File: src/rtl/retreg_pkg.sv
package retreg_pkg;
    typedef enum logic [0:0] {
        ST_SLEEP = 1'b0,
        ST_RUN   = 1'b1
    } loop_state_t;
endpackage

File: src/rtl/retreg_fsm.sv
module retreg_fsm
    import retreg_pkg::*;
(
    input  logic clk,
    input  logic rst,
    input  logic pwr_en,
    output logic running
);
    loop_state_t state_q, state_d;

    // Next-state logic: GO_RUN and GO_SLEEP
    always_comb begin
        state_d = state_q;
        unique case (state_q)
            ST_SLEEP: if (pwr_en)  state_d = ST_RUN;
            ST_RUN:   if (!pwr_en) state_d = ST_SLEEP;
            default:  state_d = ST_SLEEP;
        endcase
    end

    always_ff @(posedge clk) begin
        if (rst) state_q <= ST_SLEEP;
        else     state_q <= state_d;
    end

    always_comb begin
        unique case (state_q)
            ST_RUN:   running = 1'b1;
            ST_SLEEP: running = 1'b0;
            default:  running = 1'b0;
        endcase
    end

    assert_run_follows_en_R6: assert property (@(posedge clk) disable iff (rst)
        pwr_en |=> running);
    assert_sleep_follows_en_R7: assert property (@(posedge clk) disable iff (rst)
        !pwr_en |=> !running);
endmodule

File: src/rtl/retreg_accum.sv
module retreg_accum #(
    parameter int ACC_W    = 12,
    parameter int ACC_INIT = 2048
) (
    input  logic             clk,
    input  logic             rst,
    input  logic             en,
    input  logic             up,
    output logic [ACC_W-1:0] acc
);
    localparam logic [ACC_W-1:0] ACC_MAX  = {ACC_W{1'b1}};
    localparam logic [ACC_W-1:0] ACC_MIN  = '0;
    localparam logic [ACC_W-1:0] INIT_VAL = ACC_W'(ACC_INIT);

    logic [ACC_W-1:0] acc_q, acc_d;

    always_comb begin
        acc_d = acc_q;
        if (en) begin
            if (up && acc_q != ACC_MAX)       acc_d = acc_q + 1'b1;
            else if (!up && acc_q != ACC_MIN) acc_d = acc_q - 1'b1;
        end
    end

    always_ff @(posedge clk) begin
        if (rst) acc_q <= INIT_VAL;
        else     acc_q <= acc_d;
    end

    assign acc = acc_q;

    assert_hold_when_off_R5: assert property (@(posedge clk) disable iff (rst)
        !en |=> $stable(acc_q));
    assert_no_overflow_R3: assert property (@(posedge clk) disable iff (rst)
        (en && up && acc_q == ACC_MAX) |=> acc_q == ACC_MAX);
    assert_no_underflow_R3: assert property (@(posedge clk) disable iff (rst)
        (en && !up && acc_q == ACC_MIN) |=> acc_q == ACC_MIN);
    assert_step_up_R2: assert property (@(posedge clk) disable iff (rst)
        (en && up && acc_q != ACC_MAX) |=> acc_q == $past(acc_q) + 1'b1);
    assert_step_down_R2: assert property (@(posedge clk) disable iff (rst)
        (en && !up && acc_q != ACC_MIN) |=> acc_q == $past(acc_q) - 1'b1);
endmodule

File: src/rtl/retreg_code_reg.sv
module retreg_code_reg #(
    parameter int ACC_W    = 12,
    parameter int CODE_W   = 7,
    parameter int ACC_INIT = 2048
) (
    input  logic              clk,
    input  logic              rst,
    input  logic              upd,
    input  logic [ACC_W-1:0]  acc,
    output logic [CODE_W-1:0] code
);
    localparam int DROP_W = ACC_W - CODE_W;
    localparam logic [ACC_W-1:0] INIT_VAL = ACC_W'(ACC_INIT);

    logic [CODE_W-1:0] code_q;

    always_ff @(posedge clk) begin
        if (rst)      code_q <= INIT_VAL[ACC_W-1:DROP_W];
        else if (upd) code_q <= acc[ACC_W-1:DROP_W];
    end

    assign code = code_q;

    assert_code_hold_R6: assert property (@(posedge clk) disable iff (rst)
        !upd |=> $stable(code_q));
    assert_code_track_R4: assert property (@(posedge clk) disable iff (rst)
        upd |=> code_q == $past(acc[ACC_W-1:DROP_W]));
endmodule

File: src/rtl/retreg_loop_ctrl.sv
module retreg_loop_ctrl #(
    parameter int ACC_W    = 12,
    parameter int CODE_W   = 7,
    parameter int ACC_INIT = 2048
) (
    input  logic              clk,
    input  logic              rst,
    input  logic              pwr_en,
    input  logic              cmp_low,
    output logic [CODE_W-1:0] code_out,
    output logic              code_valid,
    output logic              drive_on
);
    logic             running;
    logic [ACC_W-1:0] acc;

    retreg_fsm u_fsm (
        .clk     (clk),
        .rst     (rst),
        .pwr_en  (pwr_en),
        .running (running)
    );

    retreg_accum #(.ACC_W(ACC_W), .ACC_INIT(ACC_INIT)) u_accum (
        .clk (clk),
        .rst (rst),
        .en  (pwr_en),
        .up  (cmp_low),
        .acc (acc)
    );

    retreg_code_reg #(.ACC_W(ACC_W), .CODE_W(CODE_W), .ACC_INIT(ACC_INIT)) u_code (
        .clk  (clk),
        .rst  (rst),
        .upd  (running),
        .acc  (acc),
        .code (code_out)
    );

    assign code_valid = running;
    assign drive_on   = running;

    assert_gate_low_off_R7: assert property (@(posedge clk) disable iff (rst)
        !pwr_en |=> !drive_on);
    assert_wake_code_kept_R8: assert property (@(posedge clk) disable iff (rst)
        $rose(pwr_en) |=> code_out == $past(code_out));
endmodule

File: config.mk
export PLATFORM = sky130hd
export DESIGN_NAME = retreg_loop_ctrl
export DESIGN_NICKNAME = d
export VERILOG_FILES = /design/src/rtl/retreg_pkg.sv /design/src/rtl/retreg_fsm.sv /design/src/rtl/retreg_accum.sv /design/src/rtl/retreg_code_reg.sv /design/src/rtl/retreg_loop_ctrl.sv
export SDC_FILE = /design/constraint.sdc
export NUM_CORES = 1
export LEC_CHECK = 0
export BUFFER_PORTS_ARGS = -buffer_cell sky130_fd_sc_hd__clkbuf_2
export CORE_MARGIN = 4
export CORE_UTILIZATION = 51
export DETAILED_ROUTE_END_ITERATION = 16
export GPL_TIMING_DRIVEN = 0
export MAX_ROUTING_LAYER = met4
export PLACE_DENSITY = 0.74
export REMOVE_ABC_BUFFERS = 1
export SETUP_SLACK_MARGIN = 0.1
export SLEW_MARGIN = 30
export SYNTH_ARGS = -nofsm -noshare
export SYNTH_HDL_FRONTEND = slang
export SYNTH_SLANG_ARGS = --single-unit
File: constraint.sdc
create_clock -name clk -period 3.2 [get_ports clk]
set_input_delay 0 -clock clk [delete_from_list [all_inputs] [get_ports clk]]
set_output_delay 0 -clock clk [all_outputs]
set_load 0.02 [all_outputs]
==> summary.txt, run 1 <==
status: completed
complex-gate fraction of the synthesized area: 20.0%
leading area contributor after synthesis: dfxtp_1
asr flop ratio synth: 0%
Worst Tran Pin Value: 459 ps
total gr overflow: 0
core box area: 2230 sq um
Slowest cell on crit path: dfxtp_1
LEAKAGE: 0.000640 uW
top cells by area, synth: dfxtp_1 33%, ha_1 10%, mux2i_1 5.8%
Peak VDD IR: 0.359 mV
CP cell instances: nand4_1, nor3_2, nand2b_4, ha_1, a211oi_1, o21ai_1, o2111a_1, o41ai_2, mux2_2, mux2i_1
IO Port Bufs: 12
TritonCTS clock tree: built
share of cells above drive strength 1: 24.4%
dpl hpwl: 1930 um
Seq. cell area: 414 sq um
simple-gate area share of the yosys netlist: 19.8%
Hold Path Sink: u_accum.acc[6]
GRT met3 Usage: 2.30%
met2 GRT Util: 32.5%
Fillers: 204
HP Start: rst
Seq/Total Area, Yosys: 33.4%
setup_tns: 0 ps
crit start category: register
clock-pin slew on the worst setup and hold paths: 130 ps
adder-cell share of the synthesized area: 12.1%
f_max: 330 MHz
RSZ-0062 raised after global routing: no
final antenna-violating net count: 0
drt wl/cell: 15.4 um
Cell Rows: 17
kind of critical path: register to register
Worst Hold Depth: 2
Final Max Slew Viols: 0
Worst EP required: 3410 ps
R2R Path Start: u_accum.acc[3]
top cell family by delay on the critical path: compound AO/OA/AOI/OAI gates
Initial Util: 53.7%
WP data arrival: 3230 ps
# DRC: 0
clock period minus worst slack: 3030 ps
Initial DRC Count: 11
clock buffer depth: 2
Routability Congestion: 0.776
HP Class: input pin to register
Post-synth top flop: dfxtp_1
Critical path buffers and inverters: 0
vias in the first global route: 1131
Synth top area share: 33.4%
clk_skew: 6.83 ps
R2R Setup Slk: 170 ps
count of warnings emitted by yosys: 0
CP endpoint kind: register
Synth Area in XOR/XNOR: 4.38%
pin count of the biggest net entering global routing: 23
antenna violations before repair: 0
clk_lat worst skew: 310 ps
first-pass GRT wire length: 4840 um
# placed instances: 174
Fin. Hold Viols: 0
busiest layer in global routing: met2
layout overhead on the synthesized area: 17.2%
H-tree depth: 1
cell area after synthesis: 1200 sq um
critical-path maximum fanout: 6
Max stage delay on crit path: 420 ps
placed cell area: 1270 sq um
number of synthesized flops with an enable pin: 0
max cap viols: 0
Top Ports: 13
Root Driver: clkbuf_4
Slew HR: 69.4%
Routed WL: 2840 um
Final Cycle Share: 94.6%
Mapped Cells: 139
Via Count: 1082
GR Util All Layers: 19.4%
number of synthesized register bits: 20
vias per cell: 5.88
FF-to-FF End: u_accum.acc[11]
Final Non-Filler Cells: 184
Avg Inst Size Synth: 8.63 sq um
PD cells: 530 nW/um^2
Antenna diodes: 0
layout net count: 172
GR Util met1: 22.6%
multi-input gate area in the final layout: 786 sq um
total CTS buffers: 3
FF-to-FF path depth: 10
final instance area: 1410 sq um
TritonCTS Sinks: 20
largest family of logic cells by synthesized area: compound AO/OA/AOI/OAI gates
mux share of post-synthesis cell area: 6.78%
Final setup viols: 0
number of detailed-route iterations in the first pass: 4
Chip Width: 56.5 um
Die ar.: 3190 sq um
Cell variety after synth: 39
Die Y: 56.5 um
-- layer usage --
layer / part of all wire (%) / up-vias
met2: 51 / 20
met4: 2.3 / 0
met1: 44 / 515
li1: - / 541
met3: 3.3 / 6
met5: 0 / -
-- logic make-up (layout without fill, tap and decap cells) --
family | after synthesis | after routing
flops | 20 | 20
mux | 8 | 8
fa+ha+maj | 11 | 11
simple gates | 48 | 49
buf+inv | 10 | 26
compound gates | 36 | 36
xor+xnor | 6 | 6
-- state kept, by name, summed over array words and instances, names as in the netlist --
register       count
u_accum.acc       12
u_fsm.state_q      1
u_code.code        7
-- metrics by stage --
| stage | hold slack, ps | util [%] | power (uW) | setup WS, ps |
|---|---|---|---|---|
| 4_1_cts | 171 | 60.4 | 736 | 105 |
| 2_1_floorplan | 66.7 | - | 471 | 232 |
| 3_3_place_gp | 236 | 56.9 | 510 | -183 |
| 5_1_grt | 191 | 63.0 | 793 | 86.8 |
| 3_5_place_dp | 237 | 56.9 | 524 | -332 |
| 6_report | 154 | 63.0 | 746 | 174 |
-- cells in the mapped netlist, types with 2 or more instances --
cell type / number
nand2b_1: 2
o21ai_0: 3
nor2b_1: 3
nor3_1: 4
or4_1: 2
a21oi_1: 13
nor2_1: 17
a211o_1: 3
a21o_1: 4
inv_1: 4
xnor2_1: 3
dfxtp_1: 20
a31oi_1: 2
xor2_1: 3
ha_1: 10
mux2i_1: 7
nand3_1: 2
nand4_1: 3
nand2_1: 10
clkbuf_1: 3
a211oi_1: 3
-- report_power, final --
part	internal, uW	total (uW)	switching, uW	leakage [uW]
registers	278	315	36.4	0.000167
logic	101	218	116	0.000445
clock network	127	213	86.6	0.0000279
-- layout make-up --
type | count | share of cell area [%]
multi-input cells | 110 | 55.9
clock inverters | 1 | 2.14
clock buffers | 3 | 1.60
repair buffers | 17 | 7.12
well taps | 28 | 2.49
inverters | 5 | 1.33
flip-flops and latches | 20 | 29.4
-- worst max path at each step --
stage,startpoint,end,cells past startpoint
finish,u_accum.acc[3],u_accum.acc[11],10
global route,u_accum.acc[2],u_accum.acc[11],10
CTS,u_accum.acc[9],u_accum.acc[11],10
detailed placement,u_accum.acc[0],u_accum.acc[11],10
global placement,u_accum.acc[0],u_accum.acc[11],10
floorplan,u_accum.acc[0],u_accum.acc[11],10
-- layout by cell type, fill, tap and decap left out, types with 4 or more instances in the layout --
cell       n
a21o_1     4
buf_4      4
clkbuf_2  12
dfxtp_1   11
nor2_1    17
mux2i_1    7
dfxtp_2    8
ha_1      10
nand2_1   10
inv_1      4
a21oi_1   13
-- timing repair --
item,CTS,global route
pin swaps,0,1
resized for setup,4,10
buffers inserted,0,4
gates cloned,0,1
endpoints found under the setup margin,2,2
endpoints found under the hold margin,1,0
hold buffers,1,0
No activity file was read; power rests on OpenSTA's default activity.
==> run 2, diff against run 1 <==
--- a/config.mk
+++ b/config.mk
@@ -6,12 +6,14 @@
 export NUM_CORES = 1
 export LEC_CHECK = 0
 export BUFFER_PORTS_ARGS = -buffer_cell sky130_fd_sc_hd__clkbuf_2
+export CELL_PAD_IN_SITES_DETAIL_PLACEMENT = 2
+export CELL_PAD_IN_SITES_GLOBAL_PLACEMENT = 2
 export CORE_MARGIN = 4
-export CORE_UTILIZATION = 51
+export CORE_UTILIZATION = 31
 export DETAILED_ROUTE_END_ITERATION = 16
 export GPL_TIMING_DRIVEN = 0
 export MAX_ROUTING_LAYER = met4
-export PLACE_DENSITY = 0.74
+export PLACE_DENSITY_LB_ADDON = 0.1
 export REMOVE_ABC_BUFFERS = 1
 export SETUP_SLACK_MARGIN = 0.1
 export SLEW_MARGIN = 30
==> summary.txt, run 2 (same netlist as run 1, synthesis figures left out) <==
status: completed
CP cell instances: nand4_1, nor3_2, nand2b_4, ha_1, a211oi_2, o21ai_2, o2111a_1, o41ai_4, mux2_2, mux2i_1
max reg flops: 12 (unchanged)
layout net count: 171 (-0.58%)
R2R Setup Slk: 230 ps (+60 ps)
FF-to-FF path depth: 10 (unchanged)
Via Count: 1109 (+2.5%)
share of cells above drive strength 1: 21.9% (-2.4 points)
clk_lat worst skew: 260 ps (-50 ps)
Antenna diodes: 0 (unchanged)
Initial DRC Count: 35 (+24)
Final Cycle Share: 92.8% (-1.8 points)
placed cell area: 1300 sq um (+2.0%)
Chip Width: 70.2 um (+24%)
number of detailed-route iterations in the first pass: 4 (unchanged)
f_max: 337 MHz (+1.9%)
TritonCTS Sinks: 20 (unchanged)
first-pass GRT wire length: 6030 um (+25%)
Die ar.: 4930 sq um (+54%)
FF-to-FF End: u_accum.acc[11]
layout overhead on the synthesized area: 21.3%
clock buffer depth: 2 (unchanged)
RSZ-0062 raised after global routing: yes
Cell Rows: 22 (+5)
total gr overflow: 0 (unchanged)
final instance area: 1460 sq um (+3.5%)
Critical path buffers and inverters: 0 (unchanged)
top cell family by delay on the critical path: compound AO/OA/AOI/OAI gates
pin count of the biggest net entering global routing: 23 (unchanged)
clk_skew: 1.86 ps (-4.96 ps)
# DRC: 0 (unchanged)
WP data arrival: 3120 ps (-110 ps)
Worst Hold Depth: 2 (unchanged)
Hold Path Sink: u_accum.acc[4]
Worst EP required: 3350 ps (-60 ps)
CP endpoint kind: register
Peak VDD IR: 0.186 mV (-48%)
drt wl/cell: 17.4 um (+13%)
clock-pin slew on the worst setup and hold paths: 80 ps (-50 ps)
Die Y: 70.2 um (+24%)
TritonCTS clock tree: built
Top Ports: 13 (unchanged)
antenna violations before repair: 0 (unchanged)
dpl hpwl: 2540 um (+31%)
PD cells: 556 nW/um^2 (+4.8%)
Routability Congestion: 0.769 (-0.85%)
Slew HR: 67.2% (-2.2 points)
R2R Path Start: u_accum.acc[0]
vias per cell: 5.46 (-7.1%)
Final Max Slew Viols: 0 (unchanged)
GR Util All Layers: 15.6% (-3.8 points)
clock period minus worst slack: 2970 ps (-56.8 ps)
# placed instances: 194 (+11%)
crit start category: register
vias in the first global route: 1234 (+9.1%)
max cap viols: 0 (unchanged)
kind of critical path: register to register
total CTS buffers: 3 (unchanged)
Root Driver: clkbuf_8
Fillers: 436 (+110%)
IO Port Bufs: 12 (unchanged)
Fin. Hold Viols: 0 (unchanged)
Worst Tran Pin Value: 491 ps (+32.6 ps)
Final Non-Filler Cells: 203 (+10%)
Initial Util: 32.5% (-21 points)
critical-path maximum fanout: 6 (unchanged)
commonest non-fill, non-tap cells in the layout: 17 x nor2_1, 17 x dfxtp_1, 12 x a21oi_1, 12 x clkbuf_2
Slowest cell on crit path: dfxtp_2
Final setup viols: 0 (unchanged)
LEAKAGE: 0.000650 uW (+1.7%)
setup_tns: 0 ps (unchanged)
Routed WL: 3530 um (+24%)
Max stage delay on crit path: 430 ps (about the same)
H-tree depth: 1 (unchanged)
core box area: 3690 sq um (+65%)
HP Class: input pin to register
HP Start: rst
final antenna-violating net count: 0 (unchanged)
[run 2: where the power goes]
| part | internal [uW] | switching, uW |
|---|---|---|
| logic | 106 | 131 |
| clock network | 167 | 90.8 |
| registers | 276 | 38.5 |
| total | 549 | 260 |
[run 2: layout make-up]
cell class / instances / area (sq um) / area share [%]
clock inverters: 1 / 30.0 / 2.06
multi-input cells: 109 / 801 / 55.0
flip-flops and latches: 20 / 404 / 27.8
well taps: 48 / 60.1 / 4.13
clock buffers: 3 / 41.3 / 2.84
repair buffers: 17 / 100 / 6.88
inverters: 5 / 18.8 / 1.29
[run 2: per-layer routing]
| metal | GRT usage [%] | part of all wire [%] |
|---|---|---|
| met5 | - | 0 |
| met4 | 5.32 | 1.8 |
| met2 | 26.3 | 52 |
| met3 | 2.88 | 1.9 |
| met1 | 18.5 | 44 |
[run 2: through the flow]
step / hold slack (ps) / setup slack [ps] / power (uW) / util, %
3_3_place_gp: 240 / -352 / 520 / 35.1
3_5_place_dp: 250 / -508 / 536 / 35.1
6_report: 225 / 231 / 809 / 39.5
4_1_cts: 252 / 111 / 805 / 38.8
2_1_floorplan: 66.7 / 232 / 471 / -
5_1_grt: 271 / 96.0 / 859 / 39.5
[run 2: worst max-delay path by stage]
| stage | endpoint | startpoint | slack [ps] | depth (start not counted) |
|---|---|---|---|---|
| 2_1_floorplan | u_accum.acc[11] | u_accum.acc[0] | 230 | 10 |
| 3_3_place_gp | u_accum.acc[11] | u_accum.acc[0] | -350 | 10 |
| 3_5_place_dp | u_accum.acc[11] | u_accum.acc[0] | -510 | 10 |
| 4_1_cts | u_accum.acc[11] | u_accum.acc[9] | 110 | 10 |
| 5_1_grt | u_accum.acc[11] | u_accum.acc[0] | 100 | 10 |
| 6_report | u_accum.acc[11] | u_accum.acc[0] | 230 | 10 |
[run 2: worst reg2reg max path, stage by stage, from the launching register on]
cell	delay (ps)
dfxtp_2	430
nand4_1	150
nor3_2	250
nand2b_4	200
ha_1	260
a211oi_2	290
o21ai_2	130
o2111a_1	310
o41ai_4	340
mux2_2	380
mux2i_1	120
[run 2: timing repair]
action | CTS | global route
hold endpoints to repair | 1 | 0
setup buffers | 4 | 0
setup endpoints to repair | 5 | 2
resized for setup | 6 | 6
hold buffers | 1 | 0
